===== src/rtl/mdio_pkg.sv =====
package mdio_pkg;
  localparam int REG_W = 32;

  localparam logic [7:0] OFF_CFG  = 8'h30;
  localparam logic [7:0] OFF_CTL  = 8'h34;
  localparam logic [7:0] OFF_DATA = 8'h38;
  localparam logic [7:0] OFF_ADDR = 8'h3C;

  localparam int CFG_EXT_BIT  = 6;
  localparam int STAT_BSY_BIT = 31;
  localparam int STAT_ERR_BIT = 1;
  localparam int CTL_RD_BIT   = 15;

  localparam logic [1:0] OPC_ADDR = 2'b00;
  localparam logic [1:0] OPC_WR   = 2'b01;
  localparam logic [1:0] OPC_RDS  = 2'b10;
  localparam logic [1:0] OPC_RDX  = 2'b11;

  typedef struct packed {
    logic [1:0]  st;
    logic [1:0]  op;
    logic [4:0]  port;
    logic [4:0]  dev;
    logic [1:0]  ta;
    logic [15:0] payload;
  } mdio_hdr_t;

  function automatic mdio_hdr_t make_hdr(input logic ext, input logic [1:0] op,
                                         input logic [4:0] port, input logic [4:0] dev,
                                         input logic [15:0] payload);
    mdio_hdr_t h;
    h.st      = ext ? 2'b00 : 2'b01;
    h.op      = op;
    h.port    = port;
    h.dev     = dev;
    h.ta      = 2'b10;
    h.payload = payload;
    return h;
  endfunction
endpackage


===== src/rtl/mdio_mdc_gen.sv =====
module mdio_mdc_gen #(
  parameter int DIV = 8
) (
  input  logic clk,
  input  logic rst,
  input  logic run,
  output logic mdc,
  output logic rise_stb,
  output logic fall_stb
);
  localparam int HALF = DIV / 2;
  localparam int CW   = (DIV > 2) ? $clog2(DIV) : 1;

  logic [CW-1:0] cnt;

  assign rise_stb = run && (cnt == CW'(HALF - 1));
  assign fall_stb = run && (cnt == CW'(DIV - 1));

  always_ff @(posedge clk) begin
    if (rst || !run) begin
      cnt <= '0;
      mdc <= 1'b0;
    end else begin
      cnt <= fall_stb ? '0 : cnt + CW'(1);
      if (rise_stb)      mdc <= 1'b1;
      else if (fall_stb) mdc <= 1'b0;
    end
  end


  mdc_stops_low_chk: assert property (@(posedge clk) disable iff (rst)
    $fell(run) |-> !mdc);
endmodule


===== src/rtl/mdio_frame_eng.sv =====
module mdio_frame_eng
  import mdio_pkg::*;
#(
  parameter int PRE_LEN = 32
) (
  input  logic        clk,
  input  logic        rst,
  input  logic        start,
  input  mdio_hdr_t   hdr,
  input  logic        is_read,
  input  logic        rise_stb,
  input  logic        fall_stb,
  input  logic        mdio_i,
  output logic        busy,
  output logic        mdio_o,
  output logic        mdio_oe,
  output logic        rd_err,
  output logic [15:0] rd_data
);
  localparam int BODY  = $bits(mdio_hdr_t);
  localparam int TOT   = PRE_LEN + BODY;
  localparam int CW    = $clog2(TOT + 1);
  localparam int TA_HI = PRE_LEN + 14;
  localparam int TA_LO = PRE_LEN + 15;
  localparam int DAT0  = PRE_LEN + 16;

  logic [CW-1:0]   bit_idx;
  logic [CW-1:0]   nxt_idx;
  logic [BODY-1:0] sh;
  logic            rd_q;
  logic [15:0]     cap;

  assign nxt_idx = bit_idx + CW'(1);

  always_ff @(posedge clk) begin
    if (rst) begin
      busy    <= 1'b0;
      mdio_o  <= 1'b1;
      mdio_oe <= 1'b0;
      bit_idx <= '0;
      sh      <= '0;
      rd_q    <= 1'b0;
      rd_err  <= 1'b0;
      cap     <= '0;
      rd_data <= '0;
    end else if (!busy) begin
      if (start) begin
        busy    <= 1'b1;
        mdio_oe <= 1'b1;
        mdio_o  <= 1'b1;
        bit_idx <= '0;
        sh      <= hdr;
        rd_q    <= is_read;
        rd_err  <= 1'b0;
      end
    end else begin
      if (rise_stb && rd_q) begin
        if (bit_idx == CW'(TA_LO)) rd_err <= mdio_i;
        if (bit_idx >= CW'(DAT0))  cap <= {cap[14:0], mdio_i};
      end
      if (fall_stb) begin
        if (bit_idx == CW'(TOT - 1)) begin
          busy    <= 1'b0;
          mdio_oe <= 1'b0;
          mdio_o  <= 1'b1;
          if (rd_q) rd_data <= cap;
        end else begin
          bit_idx <= nxt_idx;
          if (nxt_idx >= CW'(PRE_LEN)) begin
            mdio_o <= sh[BODY-1];
            sh     <= {sh[BODY-2:0], 1'b0};
          end
          mdio_oe <= !(rd_q && (nxt_idx >= CW'(TA_HI)));
        end
      end
    end
  end


  preamble_ones_chk: assert property (@(posedge clk) disable iff (rst)
    (busy && (bit_idx < CW'(PRE_LEN))) |-> (mdio_oe && mdio_o));


  mdio_on_fall_chk: assert property (@(posedge clk) disable iff (rst)
    ($past(mdio_oe) && (mdio_o != $past(mdio_o))) |-> $past(fall_stb));


  busy_end_chk: assert property (@(posedge clk) disable iff (rst)
    $fell(busy) |-> ($past(fall_stb) && ($past(bit_idx) == CW'(TOT - 1))));
endmodule


===== src/rtl/mdio_regs.sv =====
module mdio_regs
  import mdio_pkg::*;
#(
  parameter int ADDR_W = 8
) (
  input  logic              clk,
  input  logic              rst,
  input  logic              reg_wr,
  input  logic              reg_rd,
  input  logic [ADDR_W-1:0] reg_addr,
  input  logic [REG_W-1:0]  reg_wdata,
  output logic [REG_W-1:0]  reg_rdata,
  input  logic              busy,
  input  logic              rd_err,
  input  logic [15:0]       rd_data,
  output logic              start,
  output mdio_hdr_t         hdr,
  output logic              is_read
);
  logic        ext_q;
  logic [4:0]  port_q;
  logic [4:0]  dev_q;
  logic [15:0] addr_q;
  logic        sel_cfg, sel_ctl, sel_data, sel_addr;
  logic [REG_W-1:0] stat;
  logic        unused_wbits;

  assign sel_cfg  = (reg_addr == ADDR_W'(OFF_CFG));
  assign sel_ctl  = (reg_addr == ADDR_W'(OFF_CTL));
  assign sel_data = (reg_addr == ADDR_W'(OFF_DATA));
  assign sel_addr = (reg_addr == ADDR_W'(OFF_ADDR));
  assign unused_wbits = ^{reg_wdata[31:16], reg_wdata[14:10]};

  always_comb begin
    start   = 1'b0;
    is_read = 1'b0;
    hdr     = '0;
    if (reg_wr && !busy) begin
      if (sel_ctl && reg_wdata[CTL_RD_BIT]) begin
        start   = 1'b1;
        is_read = 1'b1;
        hdr     = make_hdr(ext_q, ext_q ? OPC_RDX : OPC_RDS,
                           reg_wdata[9:5], reg_wdata[4:0], 16'h0000);
      end else if (sel_data) begin
        start = 1'b1;
        hdr   = make_hdr(ext_q, OPC_WR, port_q, dev_q, reg_wdata[15:0]);
      end else if (sel_addr && ext_q) begin
        start = 1'b1;
        hdr   = make_hdr(1'b1, OPC_ADDR, port_q, dev_q, reg_wdata[15:0]);
      end
    end
  end

  always_comb begin
    stat               = '0;
    stat[STAT_BSY_BIT] = busy;
    stat[CFG_EXT_BIT]  = ext_q;
    stat[STAT_ERR_BIT] = rd_err;
  end

  always_ff @(posedge clk) begin
    if (rst) begin
      ext_q     <= 1'b0;
      port_q    <= '0;
      dev_q     <= '0;
      addr_q    <= '0;
      reg_rdata <= '0;
    end else begin
      if (reg_wr) begin
        if (sel_cfg) ext_q <= reg_wdata[CFG_EXT_BIT];
        if (sel_ctl && !busy) begin
          port_q <= reg_wdata[9:5];
          dev_q  <= reg_wdata[4:0];
        end
        if (sel_addr && !busy) addr_q <= reg_wdata[15:0];
      end
      if (reg_rd) begin
        if (sel_cfg)       reg_rdata <= stat;
        else if (sel_ctl)  reg_rdata <= {22'h0, port_q, dev_q};
        else if (sel_data) reg_rdata <= {16'h0, rd_data};
        else if (sel_addr) reg_rdata <= {16'h0, addr_q};
        else               reg_rdata <= '0;
      end
    end
  end


  busy_on_launch_chk: assert property (@(posedge clk) disable iff (rst)
    (reg_wr && !busy && sel_data) |=> busy);


  ctl_no_launch_chk: assert property (@(posedge clk) disable iff (rst)
    (reg_wr && !busy && sel_ctl && !reg_wdata[CTL_RD_BIT]) |=> !busy);


  busy_ctl_hold_chk: assert property (@(posedge clk) disable iff (rst)
    (reg_wr && busy && sel_ctl) |=> ($stable(port_q) && $stable(dev_q)));


  busy_addr_hold_chk: assert property (@(posedge clk) disable iff (rst)
    (reg_wr && busy && sel_addr) |=> $stable(addr_q));
endmodule


===== src/rtl/mdio_master.sv =====
module mdio_master
  import mdio_pkg::*;
#(
  parameter int CLK_DIV = 8,
  parameter int PRE_LEN = 32,
  parameter int ADDR_W  = 8
) (
  input  logic              clk,
  input  logic              rst,
  input  logic              reg_wr,
  input  logic              reg_rd,
  input  logic [ADDR_W-1:0] reg_addr,
  input  logic [31:0]       reg_wdata,
  output logic [31:0]       reg_rdata,
  output logic              mdc,
  output logic              mdio_o,
  output logic              mdio_oe,
  input  logic              mdio_i
);
  logic        busy, rd_err, start, is_read, rise_stb, fall_stb;
  logic [15:0] rd_data;
  mdio_hdr_t   hdr;

  mdio_regs #(.ADDR_W(ADDR_W)) u_regs (
    .clk(clk), .rst(rst), .reg_wr(reg_wr), .reg_rd(reg_rd),
    .reg_addr(reg_addr), .reg_wdata(reg_wdata), .reg_rdata(reg_rdata),
    .busy(busy), .rd_err(rd_err), .rd_data(rd_data),
    .start(start), .hdr(hdr), .is_read(is_read)
  );

  mdio_mdc_gen #(.DIV(CLK_DIV)) u_mdc (
    .clk(clk), .rst(rst), .run(busy),
    .mdc(mdc), .rise_stb(rise_stb), .fall_stb(fall_stb)
  );

  mdio_frame_eng #(.PRE_LEN(PRE_LEN)) u_eng (
    .clk(clk), .rst(rst), .start(start), .hdr(hdr), .is_read(is_read),
    .rise_stb(rise_stb), .fall_stb(fall_stb), .mdio_i(mdio_i),
    .busy(busy), .mdio_o(mdio_o), .mdio_oe(mdio_oe),
    .rd_err(rd_err), .rd_data(rd_data)
  );
endmodule


===== config.mk =====
export PLATFORM = sky130hd
export DESIGN_NAME = mdio_master
export DESIGN_NICKNAME = d
export VERILOG_FILES = /design/src/rtl/mdio_pkg.sv /design/src/rtl/mdio_mdc_gen.sv /design/src/rtl/mdio_frame_eng.sv /design/src/rtl/mdio_regs.sv /design/src/rtl/mdio_master.sv
export SDC_FILE = /design/constraint.sdc
export NUM_CORES = 1
export LEC_CHECK = 0
export ABC_AREA = 1
export BUFFER_PORTS_ARGS = -buffer_cell sky130_fd_sc_hd__buf_2
export CAP_MARGIN = 20
export CORE_MARGIN = 1.5
export CORE_UTILIZATION = 31
export CTS_BUF_LIST = sky130_fd_sc_hd__clkbuf_16
export DETAILED_ROUTE_END_ITERATION = 10
export PLACE_DENSITY = 0.57
export SLEW_MARGIN = 25
export SYNTH_ARGS = -nofsm -noshare
export SYNTH_HDL_FRONTEND = slang
export SYNTH_HIERARCHICAL = 1
export SYNTH_SLANG_ARGS = --single-unit

===== constraint.sdc =====
create_clock -name clk -period 2.4 [get_ports clk]
set_input_delay 0.12 -clock clk [delete_from_list [all_inputs] [get_ports clk]]
set_output_delay 0.12 -clock clk [all_outputs]
set_load 0.02 [all_outputs]

# ---- Yosys cells after proc, flatten, opt, wreduce, memory -nomap -nowiden
# Cells that the tools add are included.
dict set report classes {
  magnitude_cmp 3
  n_addsub 2
  bitwise_logic 1
  reduce_logical 26
  n_eq_ne 14
  muxes 43
}
# op count
set op_table {}
lappend op_table {{$mux 32} 11}
lappend op_table {{$eq 8x6->1 const B} 4}
lappend op_table {{$mux 28} 1}
lappend op_table {{$mux 7} 4}
lappend op_table {{$mux 1} 26}
lappend op_table {{$ge 7x6->1 const B} 3}
lappend op_table {{$mux 16} 1}
lappend op_table {{$eq 7x6->1 const B} 2}
lappend op_table {{$reduce_and 3->1} 4}
lappend op_table {{$ne 2x2->1 const B} 5}
lappend op_table {{$reduce_and 2->1} 5}
lappend op_table {{$logic_and 1x1->1} 9}
lappend op_table {{$reduce_and 4->1} 2}
lappend op_table {{$add 7x1->7 const B} 1}
lappend op_table {{$reduce_bool 2->1} 2}
lappend op_table {{$add 3x1->3 const B} 1}
lappend op_table {{$eq 3x2->1 const B} 1}
lappend op_table {{$eq 3x3->1 const B} 1}
lappend op_table {{$ne 3x3->1 const B} 1}
lappend op_table {{$logic_not 1->1} 2}
lappend op_table {{$reduce_or 2->1} 1}
lappend op_table {{$logic_or 1x1->1} 1}
lappend op_table {{$not 1->1} 1}
dict set report totals {
  regBits 139
}

# ---- Logic depth before layout (Yosys ltp)
dict set report depth {
  ltp_word 8
  mapped_depth 18
  mapped_depth_nobuf 17
}

# ---- By module
# Netlist, hierarchy kept.
# mod cells_per_inst area_per_inst_um2 n_inst
set by_module_without_submodules {}
lappend by_module_without_submodules {mdio_frame_eng 439 3473.3 1}
lappend by_module_without_submodules {mdio_regs 388 2519.9 1}
lappend by_module_without_submodules {mdio_mdc_gen 22 183.9 1}

# ---- Worst setup path after synthesis
# OpenSTA, ideal clock, no wires.
dict set report synth_timing {
  kind {flip-flop to flip-flop}
  from {register u_eng.busy}
  to {register u_eng.sh[17]}
  setup_ns 0.064
  t_required_ns 2.336
  path_buffers 1
  stages_incl_launch_ff 14
  slack_ns 0.265
  arrival_time_ns 2.072
  synth_period_minus_slack_ns 2.135
  path_cell_list {dfxtp_1 -> nor2_2 -> nand2_4 -> o21ai_4 -> or2_2 -> inv_1 -> nor2_1 -> nor2_4 -> inv_2 -> nand2_4 -> inv_4 -> buf_6 -> nor2_2 -> nor2_1}
}
dict set report synth_via {
  elab_chain_cells 5
}
# item line
set synth_lines {}
lappend synth_lines {{from (decl)} mdio_frame_eng.sv:14} ;# output logic busy,
lappend synth_lines {{from (signal assigned)} mdio_frame_eng.sv:37} ;# busy <= 1'b0;
lappend synth_lines {{from (signal assigned)} mdio_frame_eng.sv:48} ;# busy <= 1'b1;
lappend synth_lines {{from (signal assigned)} mdio_frame_eng.sv:63} ;# busy <= 1'b0;
lappend synth_lines {{$logic_not 1->1} -}
lappend synth_lines {{$logic_and 1x1->1} mdio_regs.sv:38} ;# if (reg_wr && !busy) begin
lappend synth_lines {{$mux 1} mdio_regs.sv:38}
lappend synth_lines {{net start} mdio_master.sv:20} ;# logic busy, rd_err, start, is_read, rise_stb, fall_stb;
lappend synth_lines {{$reduce_bool 2->1 (no source line)} -}
lappend synth_lines {{$reduce_and 4->1 (no source line)} -}
lappend synth_lines {{to (signal assigned)} mdio_frame_eng.sv:52} ;# sh <= hdr;
lappend synth_lines {{to (signal assigned)} mdio_frame_eng.sv:71} ;# sh <= {sh[BODY-2:0], 1'b0};
lappend synth_lines {{to (decl)} mdio_frame_eng.sv:29} ;# logic [BODY-1:0] sh;
# The timed path passes the listed nets, and every way through them passes these cells. The select of a mux whose other input is x is not followed.
# A chain may end at the register's enable or synchronous reset.

# ---- Worst setup path in the final report
dict set report layout_timing {
  from {register u_mdc.cnt[0]}
  to {register u_eng.sh[26]}
}
dict set report layout_via {
  elab_chain_cells 4
}
# item line
set layout_lines {}
lappend layout_lines {{from (decl)} mdio_mdc_gen.sv:14} ;# logic [CW-1:0] cnt;
lappend layout_lines {{from (signal assigned)} mdio_mdc_gen.sv:24} ;# cnt <= fall_stb ? '0 : cnt + CW'(1);
lappend layout_lines {{$eq 3x3->1} mdio_mdc_gen.sv:17} ;# assign fall_stb = run && (cnt == CW'(DIV - 1));
lappend layout_lines {{$logic_and 1x1->1} mdio_mdc_gen.sv:17}
lappend layout_lines {{net fall_stb} mdio_master.sv:20}
lappend layout_lines {{$ne 2x2->1 (no source line)} -}
lappend layout_lines {{$reduce_and 4->1 (no source line)} -}
# The timed path passes the listed nets, and every way through them passes these cells.

==> summary.txt <==
Critical path
  • Worst setup EP type: flop
  • Crit path to: u_eng/sh[26]$_SDFFE_PP0P_
  • Critical Path Start: u_mdc/cnt[0]$_SDFF_PP0_
  • Worst R2R End: u_eng/sh[26]$_SDFFE_PP0P_
  • Critical Path, Cell by Cell: ha_1 > ha_1 > nand2_2 > inv_1 > nand2_1 > nor2_4 > nor2_4 > inv_2 > nand2_4 > inv_4 > buf_12 > nor2_2 > nor2_1
  • Reg2Reg Setup Slack: 0.35 ns
  • Worst path bufs/invs: 4
  • Largest delay share family, worst path: simple AND/OR/NAND/NOR gates
  • Reg-to-Reg Start: u_mdc/cnt[0]$_SDFF_PP0_
  • Crit path max-delay cell type: dfxtp_1
  • CP Class: reg -> reg
  • CP max FO: 11
  • Arr. time, crit path: 2.41 ns
  • Critical Path Stages: 13
  • Critical path launch point type: flop
  • Worst EP required: 2.75 ns
  • Max incr delay on CP: 0.33 ns
  • R2R depth: 13

Logic synthesis
  • #FFs+latches synth: 124
  • Yosys synthesis warning count: 6
  • Yosys top cell by area: dfxtp_1
  • Synth Area per Inst: 7.276 sq um
  • Synth Flop Type: dfxtp_1
  • EDFF count, synth: 0
  • Post-synth top area share: 40.19%
  • Synth async-reset ratio: 0%
  • Area of the mapped netlist: 6177 sq um
  • Synthesized instance count: 849
  • Synth area leaders: dfxtp_1, nand2_1, nor2_1, nand3_1, inv_1
  • Seq/Total Area, Yosys: 40.19%
  • Post-synth cell types: 35

Layout
  • Ant. Diodes: 0
  • Final Cell Area: 7333 sq um
  • Share of layout cells above drive strength 1: 16.45%
  • FILL cells: 2094
  • Layout area overhead: 18.72%
  • Layout Nets: 955

Place
  • Post-DP HPWL: 10.58 mm
  • Setup Slack @ Placement: 0.09916 ns
  • IO buf count: 48
  • Post-placement cell area: 6634 sq um
  • RD Place Congestion: 0.7928

Clocking
  • Max H-tree Level: 4
  • Clock Tree Root: clkbuf_16
  • TritonCTS Sinks: 124
  • Hold-fix buffers, CTS: 9
  • Post-CTS setup buffer count: 0
  • Clock Tree Buf Depth: 2
  • CTS tree: yes
  • CTS buffer count: 17
  • CTS clock-pin slew for the worst setup and hold paths: 0.06 ns
  • Clock latency on the worst-skew pair: 0.42 ns
  • Post-CTS Resized: 0

STA
  • Max-slew violation count: 0
  • Crit share post-route: 85.46%
  • F_max: 487.6 MHz
  • Final Setup Violations: 0
  • Relative slew slack: 51.98%
  • Worst Tran Pin Value: 0.7128 ns
  • RSZ-0062 raised after global routing: false
  • Setup TNS: 0 ns
  • Final Critical Period: 2.051 ns
  • Setup ws final: 0.3490 ns
  • Final Hold Viols: 0
  • Clock Skew: 0.008547 ns

Pwr
  • Total Power: 4900 uW
  • Leakage: 0.003079 uW
  • Pwr dens: 668.2 nW/um^2
  • Peak VDD IR: 0.3942 mV

Global routing
  • Largest net degree at the start of global routing: 66
  • Gr usage total: 15.71%
  • Vias in the first global route: 5116
  • Initial antenna violation count: 0
  • First-pass GRT wire length: 25.30 mm
  • Remaining global-route overflow: 0

Outcome
  • Status: complete, no violations

Worst hold path
  • Min-delay worst type: in -> reg

Die
  • IO Count: 80
  • Die width: 144.2 microns
  • Core Region: 19530 sq um
  • Die height: 144.2 microns
  • Row count: 51
  • DIE AREA: 20780 sq um
  • Initial core utilization: 31.64%

Drt
  • Vias: 5375
  • Drt via density: 4.544
  • DR WL/cell: 12.96 microns
  • DRT Wirelength: 15.34 mm
  • DRC viols: 0
  • DRT Pass-1 Iters: 4
  • Iter 0 DRT Violations: 252
  • Antenna-violating nets left: 0

Flow run
  • MaxCap Viol Count: 0
==> worst min path at each step <==
stage	start	to	slack, ns	cells after the start
floorplan	reg_wdata[1]	u_regs/dev_q[1]$_SDFFE_PP0P_	0.27	2
global placement	u_mdc/cnt[0]$_SDFF_PP0_	u_mdc/cnt[0]$_SDFF_PP0_	0.41	1
detailed placement	u_mdc/cnt[0]$_SDFF_PP0_	u_mdc/cnt[0]$_SDFF_PP0_	0.41	1
CTS	reg_wdata[12]	u_regs/addr_q[12]$_SDFFE_PP0P_	0.005	3
global route	reg_wdata[7]	u_regs/port_q[2]$_SDFFE_PP0P_	0.01	3
finish	reg_wdata[12]	u_regs/addr_q[12]$_SDFFE_PP0P_	0.01	3
==> cells in the mapped netlist, types with 3 or more instances <==
cell and count:
dfxtp_1 124, ha_1 5, a21oi_1 53, inv_2 4, buf_6 11, nor2_1 117, a211oi_1 32, nand2_2 6
nand4_1 7, inv_1 93, clkbuf_1 15, nor2_2 26, buf_2 15, mux2i_1 31, nor2_4 3, nand2_1 145
buf_4 20, nand2_4 4, nand3_1 77, nor3_1 7, o21ai_0 37
==> placed cells by master (no fill, tap or decap), drive strengths merged <==
cell type / instances
nand2: 155
nor2: 146
dfxtp: 124
inv: 102
nand3: 79
buf: 74
a21oi: 53
o21ai: 39
a211oi: 32
mux2i: 31
clkbuf: 17
conb: 17
dlygate4sd3: 9
nand4: 7
nor3: 7
ha: 5
clkinv: 5
bufinv: 4
clkinvlp: 3
xnor2: 2
a22oi: 2
o21bai: 1
o221ai: 1
o211ai: 1
xor2: 1
or2: 1
==> per-stage QoR <==
step           hold WS [ns]  util, %  instances
4_1_cts            0.005221    37.56       1183
3_3_place_gp         0.4103    33.97       1142
5_1_grt             0.01305    37.56       1183
3_5_place_dp         0.4145    33.97       1142
6_report            0.01446    37.56       1183
2_1_floorplan        0.2679        -        865
==> flip-flops by register name, summed over array words and instances (netlist names), 3 cells and up <==
name              flops
u_regs/port_q         5
u_eng/sh             32
u_regs/dev_q          5
u_mdc/cnt             3
u_eng/cap            16
u_eng/rd_data        16
u_eng/bit_idx         7
u_regs/reg_rdata     17
u_regs/addr_q        16
==> metal layers <==
metal	vias to the layer above	part of all wire, %	GRT usage [%]
met4	0	1.5	5.104
met2	100	45	24.38
met5	-	0	0
met1	2445	50	21.25
li1	2813	-	-
met3	17	4.3	3.974
==> cells by family after synthesis <==
kind of cell,after synthesis,share of synthesized area (%)
other,1,0.06071
multiplexers,31,5.023
adder cells (fa/ha/maj),5,1.013
AND/OR/NAND/NOR,395,28.38
buffers and inverters,161,12.76
AO/OA/AOI/OAI,129,12.15
flip-flops,124,40.19
XOR/XNOR,3,0.4254
==> layout make-up <==
type | instances | area [sq um] | area share, %
inverters | 99 | 379.1 | 5.170
multi-input cells | 580 | 2967 | 40.45
clock buffers | 17 | 425.4 | 5.801
clock inverters | 15 | 183.9 | 2.508
well taps | 265 | 331.6 | 4.521
flip-flops and latches | 124 | 2484 | 33.87
repair buffers | 83 | 563.0 | 7.678
==> where the power goes <==
| group | switching (uW) | leakage (uW) | internal, uW |
|---|---|---|---|
| clock network | 931 | 0.000301 | 1710 |
| logic | 133 | 0.00178 | 56.8 |
| registers | 1.91 | 0.000999 | 2060 |
| total | 1070 | 0.00308 | 3830 |
==> worst reg2reg max path, cell delays in order (launching register included) <==
cell and delay [ns]:
dfxtp_1 0.33, ha_1 0.19, ha_1 0.18, nand2_2 0.08, inv_1 0.09, nand2_1 0.12
nor2_4 0.25, nor2_4 0.08, inv_2 0.13, nand2_4 0.08, inv_4 0.17, buf_12 0.18
nor2_2 0.04, nor2_1 0.08
(Power assumes the default switching activity.)
